--- config.mk ---
export PLATFORM = sky130hd
export DESIGN_NAME = prio_intc
export DESIGN_NICKNAME = d
export VERILOG_FILES = /design/src/rtl/intc_pkg.sv /design/src/rtl/intc_regfile.sv /design/src/rtl/intc_req_track.sv /design/src/rtl/intc_ext_group.sv /design/src/rtl/intc_arbiter.sv /design/src/rtl/prio_intc.sv
export SDC_FILE = /design/constraint.sdc
export NUM_CORES = 1
export LEC_CHECK = 0
export ABC_AREA = 1
export ABC_CLOCK_PERIOD_IN_PS = 15000
export CELL_PAD_IN_SITES_DETAIL_PLACEMENT = 2
export CELL_PAD_IN_SITES_GLOBAL_PLACEMENT = 2
export CORE_ASPECT_RATIO = 1.75
export CORE_MARGIN = 5
export CORE_UTILIZATION = 28
export DETAILED_ROUTE_END_ITERATION = 7
export GPL_ROUTABILITY_DRIVEN = 0
export MAX_ROUTING_LAYER = met4
export PLACE_DENSITY = 0.85
export SLEW_MARGIN = 20
export SYNTH_ARGS = -nofsm -noshare
export SYNTH_HDL_FRONTEND = slang
export SYNTH_SLANG_ARGS = --single-unit
export TNS_END_PERCENT = 30
--- constraint.sdc ---
create_clock -name clk -period 15 [get_ports clk]
set_clock_uncertainty 0.15 [all_clocks]
set_input_delay 4.5 -clock clk [delete_from_list [all_inputs] [get_ports clk]]
set_output_delay 4.5 -clock clk [all_outputs]
set_load 0.03 [all_outputs]
--- src/rtl/intc_pkg.sv ---
// Package: shared constants and helpers for the priority interrupt controller.
// Assumes 4-bit programmed priorities and a 15-member external group.
package intc_pkg;
    localparam int EXT_MEMBERS  = 15;
    localparam int PW           = 5;   // internal priority width
    localparam int LVL_MODE_BIT = 21;

    // Widen a programmed 4-bit field to the 5-bit internal priority.
    function automatic logic [PW-1:0] widen_prio(input logic [3:0] field);
        return {field, 1'b0};
    endfunction

    // Internal priority of external member j (member 0 is the highest).
    function automatic logic [PW-1:0] ext_prio(input int j);
        return PW'((EXT_MEMBERS - j) * 2);
    endfunction
endpackage

--- src/rtl/intc_regfile.sv ---
// Register file: control word, packed priority registers, and a mask
// with set/clear addresses. Assumes NUM_SRC <= 32; reads are combinational.
module intc_regfile #(
    parameter int NUM_SRC = 8,
    parameter int AW      = 4
) (
    input  logic                 clk,
    input  logic                 rst_n,
    input  logic [AW-1:0]        reg_addr,
    input  logic                 reg_wr,
    input  logic [31:0]          reg_wdata,
    output logic [31:0]          reg_rdata,
    output logic                 lvl_mode,
    output logic [NUM_SRC*4-1:0] prio_field,
    output logic [NUM_SRC-1:0]   mask_q
);
    localparam int NPR       = (NUM_SRC + 3) / 4;
    localparam int ADDR_CTRL = 0;
    localparam int ADDR_SET  = NPR + 1;
    localparam int ADDR_CLR  = NPR + 2;

    logic [31:0] ctrl_q;
    logic [15:0] prio_q [NPR];

    // Control register: plain 32-bit storage.
    always_ff @(posedge clk) begin
        if (!rst_n)
            ctrl_q <= '0;
        else if (reg_wr && reg_addr == AW'(ADDR_CTRL))
            ctrl_q <= reg_wdata;
    end

    assign lvl_mode = ctrl_q[intc_pkg::LVL_MODE_BIT];

    // One storage process per priority register.
    for (genvar r = 0; r < NPR; r++) begin : g_prio
        always_ff @(posedge clk) begin
            if (!rst_n)
                prio_q[r] <= '0;
            else if (reg_wr && reg_addr == AW'(r + 1))
                prio_q[r] <= reg_wdata[15:0];
        end
    end

    // Field extraction: slot 0 is the most significant nibble.
    for (genvar s = 0; s < NUM_SRC; s++) begin : g_field
        assign prio_field[s*4 +: 4] = prio_q[s/4][15-4*(s%4) -: 4];
    end

    // Mask register with separate set and clear addresses.
    always_ff @(posedge clk) begin
        if (!rst_n)
            mask_q <= '0;
        else if (reg_wr && reg_addr == AW'(ADDR_SET))
            mask_q <= mask_q | reg_wdata[NUM_SRC-1:0];
        else if (reg_wr && reg_addr == AW'(ADDR_CLR))
            mask_q <= mask_q & ~reg_wdata[NUM_SRC-1:0];
    end

    // Read multiplexer.
    always_comb begin
        reg_rdata = '0;
        if (reg_addr == AW'(ADDR_CTRL))
            reg_rdata = ctrl_q;
        for (int r = 0; r < NPR; r++)
            if (reg_addr == AW'(r + 1))
                reg_rdata = {16'h0000, prio_q[r]};
        if (reg_addr == AW'(ADDR_SET) || reg_addr == AW'(ADDR_CLR))
            reg_rdata = 32'(mask_q);
    end

    assert_ctrl_holds_R2: assert property (@(posedge clk) disable iff (!rst_n)
        !(reg_wr && reg_addr == AW'(ADDR_CTRL)) |=> $stable(ctrl_q));

    assert_mask_set_R4: assert property (@(posedge clk) disable iff (!rst_n)
        (reg_wr && reg_addr == AW'(ADDR_SET)) |=>
        ((mask_q & $past(reg_wdata[NUM_SRC-1:0])) == $past(reg_wdata[NUM_SRC-1:0])));
endmodule

--- src/rtl/intc_req_track.sv ---
// Peripheral request tracker: a source becomes asserted on a rising request.
// It stays asserted while the request is high, unless a level-mode clear hits it.
module intc_req_track #(
    parameter int NUM_SRC = 8
) (
    input  logic               clk,
    input  logic               rst_n,
    input  logic [NUM_SRC-1:0] src_req,
    input  logic [NUM_SRC-1:0] clr,
    output logic [NUM_SRC-1:0] asrt_q
);
    logic [NUM_SRC-1:0] req_prev_q;

    // Per-source asserted state and previous request sample.
    for (genvar i = 0; i < NUM_SRC; i++) begin : g_src
        always_ff @(posedge clk) begin
            if (!rst_n) begin
                asrt_q[i]     <= 1'b0;
                req_prev_q[i] <= 1'b0;
            end else begin
                asrt_q[i]     <= src_req[i] & ((asrt_q[i] & ~clr[i]) | ~req_prev_q[i]);
                req_prev_q[i] <= src_req[i];
            end
        end
    end

    assert_clear_wins_R10: assert property (@(posedge clk) disable iff (!rst_n)
        (clr != '0) |=> ((asrt_q & $past(clr)) == '0));
endmodule

--- src/rtl/intc_ext_group.sv ---
// External level decoder: 15 virtual members, member j carrying level 15-j.
// The group changes only when the encoded level changes; level 0 clears all.
module intc_ext_group (
    input  logic                          clk,
    input  logic                          rst_n,
    input  logic [3:0]                    ext_level,
    input  logic [intc_pkg::EXT_MEMBERS-1:0] clr,
    output logic [intc_pkg::EXT_MEMBERS-1:0] asrt_q
);
    localparam int M = intc_pkg::EXT_MEMBERS;

    logic [3:0] last_q;

    // Decode a level change into one asserted member; apply level-mode clears.
    always_ff @(posedge clk) begin
        if (!rst_n) begin
            asrt_q <= '0;
            last_q <= 4'd0;
        end else begin
            last_q <= ext_level;
            if (ext_level != last_q)
                asrt_q <= (ext_level == 4'd0) ? '0 : (M'(1) << (4'd15 - ext_level));
            else
                asrt_q <= asrt_q & ~clr;
        end
    end

    assert_ext_onehot_R9: assert property (@(posedge clk) disable iff (!rst_n)
        $onehot0(asrt_q));
endmodule

--- src/rtl/intc_arbiter.sv ---
// Priority scan: keeps the first pending input with strictly greater internal
// priority, so ties go to the lowest index. Outputs the halved 4-bit level.
module intc_arbiter #(
    parameter int NUM_IN = 23,
    parameter int IDW    = 5
) (
    input  logic                             clk,
    input  logic                             rst_n,
    input  logic [NUM_IN-1:0]                pend,
    input  logic [NUM_IN*intc_pkg::PW-1:0]   prio,
    output logic                             found,
    output logic [IDW-1:0]                   win_id,
    output logic [3:0]                       win_lvl
);
    localparam int PW = intc_pkg::PW;

    logic [PW-1:0] best;

    // Linear scan over all inputs.
    always_comb begin
        best   = '0;
        found  = 1'b0;
        win_id = '0;
        for (int i = 0; i < NUM_IN; i++) begin
            if (pend[i] && prio[i*PW +: PW] > best) begin
                best   = prio[i*PW +: PW];
                win_id = IDW'(i);
                found  = 1'b1;
            end
        end
        win_lvl = best[PW-1:1];
    end

    assert_winner_pending_R6: assert property (@(posedge clk) disable iff (!rst_n)
        found |-> pend[win_id]);
endmodule

--- src/rtl/prio_intc.sv ---
// Top of the programmable-priority interrupt controller. Assumes state is
// registered and the offer is combinational from state, so every input change
// shows on the outputs one clock later.
module prio_intc #(
    parameter int NUM_SRC = 8,
    parameter int AW      = 4,
    parameter int IDW     = $clog2(NUM_SRC + intc_pkg::EXT_MEMBERS)
) (
    input  logic               clk,
    input  logic               rst_n,
    input  logic [AW-1:0]      reg_addr,
    input  logic               reg_wr,
    input  logic [31:0]        reg_wdata,
    output logic [31:0]        reg_rdata,
    input  logic [NUM_SRC-1:0] src_req,
    input  logic [3:0]         ext_level,
    input  logic [3:0]         cpu_mask,
    input  logic               irq_ack,
    output logic               irq_valid,
    output logic [IDW-1:0]     irq_vector,
    output logic [3:0]         irq_level
);
    import intc_pkg::*;

    localparam int TOTAL = NUM_SRC + EXT_MEMBERS;

    logic                 lvl_mode;
    logic [NUM_SRC*4-1:0] prio_field;
    logic [NUM_SRC-1:0]   mask_q;
    logic [NUM_SRC-1:0]   per_asrt;
    logic [EXT_MEMBERS-1:0] ext_asrt;
    logic [TOTAL-1:0]     asrt_all;
    logic [TOTAL-1:0]     pend_all;
    logic [TOTAL*PW-1:0]  prio_all;
    logic [TOTAL-1:0]     clr_all;
    logic [3:0]           cpu_mask_q;
    logic                 found;
    logic [IDW-1:0]       win_id;
    logic [3:0]           win_lvl;

    intc_regfile #(.NUM_SRC(NUM_SRC), .AW(AW)) u_regs (
        .clk(clk), .rst_n(rst_n), .reg_addr(reg_addr), .reg_wr(reg_wr),
        .reg_wdata(reg_wdata), .reg_rdata(reg_rdata), .lvl_mode(lvl_mode),
        .prio_field(prio_field), .mask_q(mask_q)
    );

    intc_req_track #(.NUM_SRC(NUM_SRC)) u_req (
        .clk(clk), .rst_n(rst_n), .src_req(src_req),
        .clr(clr_all[NUM_SRC-1:0]), .asrt_q(per_asrt)
    );

    intc_ext_group u_ext (
        .clk(clk), .rst_n(rst_n), .ext_level(ext_level),
        .clr(clr_all[TOTAL-1:NUM_SRC]), .asrt_q(ext_asrt)
    );

    assign asrt_all = {ext_asrt, per_asrt};

    // Peripheral pending needs request, mask bit and a nonzero field.
    for (genvar s = 0; s < NUM_SRC; s++) begin : g_per
        assign pend_all[s]          = per_asrt[s] & mask_q[s] & (prio_field[s*4 +: 4] != 4'd0);
        assign prio_all[s*PW +: PW] = widen_prio(prio_field[s*4 +: 4]);
    end

    // External members are always enabled and carry fixed priorities.
    for (genvar j = 0; j < EXT_MEMBERS; j++) begin : g_ext
        assign pend_all[NUM_SRC+j]            = ext_asrt[j];
        assign prio_all[(NUM_SRC+j)*PW +: PW] = ext_prio(j);
    end

    intc_arbiter #(.NUM_IN(TOTAL), .IDW(IDW)) u_arb (
        .clk(clk), .rst_n(rst_n), .pend(pend_all), .prio(prio_all),
        .found(found), .win_id(win_id), .win_lvl(win_lvl)
    );

    // Register the processor mask so it lines up with the other state.
    always_ff @(posedge clk) begin
        if (!rst_n) cpu_mask_q <= 4'd0;
        else        cpu_mask_q <= cpu_mask;
    end

    assign irq_valid  = found && (win_lvl > cpu_mask_q);
    assign irq_vector = win_id;
    assign irq_level  = win_lvl;

    // Level-mode clear of the accepted source.
    assign clr_all = (irq_ack && irq_valid && lvl_mode) ?
                     ({{(TOTAL-1){1'b0}}, 1'b1} << irq_vector) : '0;

    assert_valid_beats_mask_R7: assert property (@(posedge clk) disable iff (!rst_n)
        irq_valid |-> (irq_level > cpu_mask_q));

    assert_level_nonzero_R8: assert property (@(posedge clk) disable iff (!rst_n)
        irq_valid |-> (irq_level != 4'd0));

    assert_ack_clears_R10: assert property (@(posedge clk) disable iff (!rst_n)
        (irq_ack && irq_valid && lvl_mode && ext_level == 4'd0 && $past(ext_level) == 4'd0) |=>
        !asrt_all[$past(irq_vector)]);
endmodule

# [Word level (Yosys, flattened, before mapping)]
# Memory sizes are Yosys's and may differ from the RTL's.
# Cells that the tools add are included.
[word_totals] wordCells=246 memories=1 reg_bits=79 mem_bits_rw=32 out_inout_bits=42
[memory_table] memory="u_regs.prio_q" words=2 word_bits=16 read_ports=2 rd_clocked_by_memory_dff=0 write_ports=2 line_no="intc_regfile.sv:23" text="logic [15:0] prio_q [NPR];"
[classes] muxes=86 bitwise_logic=63 n_lt_le_gt_ge=24 eq_ne=5 addsub=1 n_reduce_logical=43 shift=2
[op_table] operator="5-bit 2-to-1 mux" n=30
[op_table] operator="32-bit 2-to-1 mux" n=4
[op_table] operator="5-bit > comparator, first input constant" n=8
[op_table] operator="5-bit > comparator" n=7
[op_table] operator="1-bit AND" n=32
[op_table] operator="16-bit 2-to-1 mux" n=2
[op_table] operator="4-bit 2-to-1 mux" n=8
[op_table] operator="4-bit nonzero test" n=8
[op_table] operator="1-bit logical AND" n=31
[op_table] operator="1-bit 2-to-1 mux" n=31
[op_table] operator="15-bit 2-to-1 mux" n=2
[op_table] operator="23-bit 2-to-1 mux" n=1
[op_table] operator="1-bit by 5-bit left shift with 23-bit output, first input constant" n=1
[op_table] operator="4-bit by 5-bit > comparator with 1-bit output, first input constant" n=4
[op_table] operator="8-bit 2-to-1 mux" n=2
[op_table] operator="1-bit inverter" n=16
[op_table] operator="15-bit AND" n=1
[op_table] operator="15-bit inverter" n=1
[op_table] operator="1-bit by 4-bit left shift with 15-bit output, first input constant" n=1
[op_table] operator="3-bit 2-to-1 mux" n=4
[op_table] operator="3-bit by 5-bit > comparator with 1-bit output, first input constant" n=2
[op_table] operator="1-bit OR" n=10
[op_table] operator="8-bit AND" n=1
[op_table] operator="4-bit by 2-bit == test with 1-bit output, second input constant" n=2
[op_table] operator="other kinds (13)" n=15

# [Longest topological paths before layout]
# An unclocked memory read counts as a cell.
[depth] depth_word=80 depth_mapped=101 mapped_depth_nobuf=101

# [Cells and area by module]
# Synthesis repeated with hierarchy kept, for this count alone.
[unflattened] cells_unflattened=1684 area_unflattened_um2=11298.3
[modules_own_cells] module="intc_arbiter" n_inst=1 area_each_um2=5895.7 seq_area_each_um2=0.0 cells_each=966
[modules_own_cells] module="intc_regfile" n_inst=1 area_each_um2=3131.8 seq_area_each_um2=1761.7 cells_each=363
[modules_own_cells] module="intc_ext_group" n_inst=1 area_each_um2=1072.3 seq_area_each_um2=380.4 cells_each=171
[modules_own_cells] module="prio_intc" n_inst=1 area_each_um2=681.9 seq_area_each_um2=80.1 cells_each=127
[modules_own_cells] module="intc_req_track" n_inst=1 area_each_um2=516.7 seq_area_each_um2=320.3 cells_each=57

# [Worst setup path after synthesis]
# No wires, ideal clock.
[synth_path] kind="reg-to-output" from="memory u_regs.prio_q[0][15]" to="output port irq_valid" arrival_time_ps=11247 stages_incl_launch_ff=89 required_ps=10350 n_path_buf=0 path_slack_ps=-897 path_cell_list="edfxtp_1 -> nor4_1 -> nor3_1 -> inv_1 -> nor2_1 -> ha_1 -> nand2_1 -> nor2_2 -> nor2_4 -> nand2_4 -> nand2_1 -> o21ai_0 -> ha_1 -> inv_1 -> o21bai_1 -> nand4_1 -> nand2_2 -> nand2_4 -> [53 not listed] -> nor2_1 -> nand2_1 -> nand3_2 -> nand3_4 -> nor2_1 -> nand3_2 -> nand2_2 -> nand2_1 -> o21bai_4 -> nand4_2 -> nand3_1 -> ha_1 -> inv_1 -> nor2_1 -> o21ai_0 -> a32oi_1 -> nand2_4 -> inv_1"
[synth_lines] item="start: declaration" line_no="intc_regfile.sv:23"
[synth_lines] item="end: declaration" line_no="prio_intc.sv:19" text="output logic irq_valid,"

==> flow_summary.ini <==
[grt]
grt_pass1_wl_um = 62400
grt.overflow.total = 0
antenna_found_initial = 0
grt_pass1_vias = 10177
grt_start_max_net_pins = 60
grt_use_total_pct = 28.2

[logic_synthesis]
synth.area.top_cells = dfxtp_1 (22%), edfxtp_1 (13%), nand2_1 (9.9%)
syn_area_um2 = 7260
synth_top_area_share_pct = 21.8
synthCells = 1039
yosysUniqueCellTypes = 51
ys_seq_elements = 111
synth_warnings = 0
synth_edf_count = 32
yosysMostFrequentCell = nand2_1
ys_seq_area_share_pct = 35.0
synthTopCellsByCount = nand2_1 (192), inv_1 (182), nand3_1 (94), nor2_1 (88), a21oi_1 (84)
synth_top_area_cell = dfxtp_1
synth_area_per_cell_um2 = 6.99
yosys_most_used_dff = dfxtp_1
syn-num-nets = 1123
async_reset_ff_share_pct = 0

[sta]
worst_pin_slew_ns = 1.11
whs_ns = 0.271
setup_viol = 10
hold_violations = 0
setup_ws_ns = -2.53
slew_headroom_pct = 25.3
maxSlewViolCount = 0
finalCritPeriodShare_pct = 117
fmax_mhz = 57.0
rsz0062_at_grt = true
period_minus_slack_ns = 17.53

[critical_path]
setup.worst_path.start_class = register
setup.worst_path.end_class = primary output
critPathMaxStageDelay_ns = 0.50
crit_required_ns = 10.35
critPathMaxFanout = 8
r2r_setup_slack_ns = 1.26
path_common_cell = nand2_4
cpMaxStageDelayCell = edfxtp_1
crit_type = register to primary output
crit_arrival_ns = 12.88

[power_and_ir_drop]
power_leakage_nw = 5.08
vdd_drop_max_mv = 0.0667
p_per_area_nw_per_um2 = 74.3
finalPower_uw = 853

[finish]
seqCellArea_um2 = 2540
stdcell_area_um2 = 11500
nFillCells = 2854
multi_input_area_um2 = 5080
area_growth_pct = 58.0
final_core_util_pct = 44.5
antennaDiodeCount = 0
drive_above_1_share_pct = 35.0
finalNetCount = 1391

[placed_design]
io_buffers = 97
dpl_cell_area_um2 = 9490
hpwl_um = 26800
dpl_worst_slack_ns = -1.69

[detailed_routing]
wl_met3_um = 2610
wl_um = 51100
routedWlPerCell_um = 31.3
routed_via_density = 5.88
drt-met1-wl_um = 15900
drt_iter0_drc = 664
drc = 0
via_count = 9600
ant_nets = 0
dr.pass1.iters = 5
top_layer = met4
route.met2.wl_um = 26700

[die]
num_rows = 78
die_x_um = 132
dieArea_um2 = 29400
die_y_um = 223
core_um2 = 25800
initial_core_util_pct = 28.2
pin_count = 98

[clock_network]
cts-root-buf = clkbuf_16
clock_latency_ns = 0.40
cts_tree = done
htree_num_levels = 3
cts_hold_buf = 0
numCtsBuffers = 9
cts.clk_slew.worst_paths_ns = 0.09
clockBufferDepth = 2
clock-sinks = 111

[min_path]
hp-class = register to register

[run_status]
violations = setup timing
outcome = finished with violations

[run]
cap_violations = 0
==> cell families after synthesis <==
kind of cell               synth area share, %
xor gates and xnor gates                 0.362
muxes                                    0.138
DFF                                       35.0
AOI/OAI and AO/OA                         15.1
and+or+nand+nor                           33.2
adders and majority gates                 4.83
buffers and inverters                     11.3
==> worst paths after layout <==
check                                           from               to  cells after the start
worst max-delay path            u_regs.prio_q[0][12]        irq_valid                     92
worst min-delay path             u_req.req_prev_q[0]  u_req.asrt_q[0]                      1
worst max register to register  u_regs.prio_q[0][12]  u_req.asrt_q[5]                     97
worst min register to register   u_req.req_prev_q[0]  u_req.asrt_q[0]                      1
==> critical path, delay by kind of cell, from the launching register on <==
kind            cells  cell delay [ns]
compound gates     16             2.66
buf+inv            19             2.01
fa+ha+maj           7             1.68
flops               1             0.50
simple gates       50             5.54
==> cell type report <==
cell class / instances / share of cell area, %
clock buffers: 11 / 2.03
inverters: 190 / 6.45
well taps: 320 / 3.49
repair buffers: 282 / 21.1
multi-input cells: 713 / 44.3
clock inverters: 5 / 0.436
flip-flops and latches: 111 / 22.2
==> placed cells by master (no fill, tap or decap), types with 6 or more instances in the layout <==
cell type	synthesis	layout
clkdlybuf4s50_1	0	87
buf_4	0	173
nand2_1	192	138
dfxtp_1	79	79
nor3_1	17	15
nor2_2	5	8
nand4_1	22	22
o21ai_4	0	9
nand2_2	29	59
nor2_4	6	20
edfxtp_1	32	32
nor2_1	88	71
o21ai_0	54	37
nand3_1	94	71
a21oi_2	2	6
nand2_4	8	31
o22ai_1	9	8
inv_2	2	18
nand3_4	1	18
o21ai_1	10	10
inv_1	182	162
a21oi_1	84	78
clkbuf_16	0	9
buf_6	1	20
ha_1	28	8
o21ai_2	2	10
o21bai_1	11	7
ha_4	0	20
nand3_2	13	19
==> metrics by stage <==
stage | cells | setup TNS, ns
after CTS | 1600 | -6.44
after global placement | 1546 | -0.799
after floorplan | 1039 | 0
final | 1632 | -18.12
after detailed placement | 1546 | -9.93
after global routing | 1632 | -21.69
==> metal layers <==
layer	vias to the layer above	global-route usage [%]
li1	3952	-
met1	4719	25.9
met2	577	52.6
met3	352	3.63
met4	0	20.5
met5	-	-
==> power by group <==
part	internal [mW]	leakage, nW	total [mW]	switching (mW)
combinational	0.100	3.99	0.252	0.152
sequential	0.320	0.951	0.337	0.0167
clock	0.117	0.139	0.264	0.147
==> registers in the layout, indices dropped and copies added, names as in the netlist, named ones only <==
signal,cells
cpu_mask_q,4
u_ext.asrt_q,15
u_ext.last_q,4
u_regs.ctrl_q,32
u_regs.prio_q,32
u_req.asrt_q,8
u_req.req_prev_q,8
==> repair_timing <==
action,4_1_cts,5_1_grt
endpoints found under the setup margin,10,10
setup buffers,38,32
resized for setup,118,155
pin swaps,70,98
(Power assumes the default switching activity.)
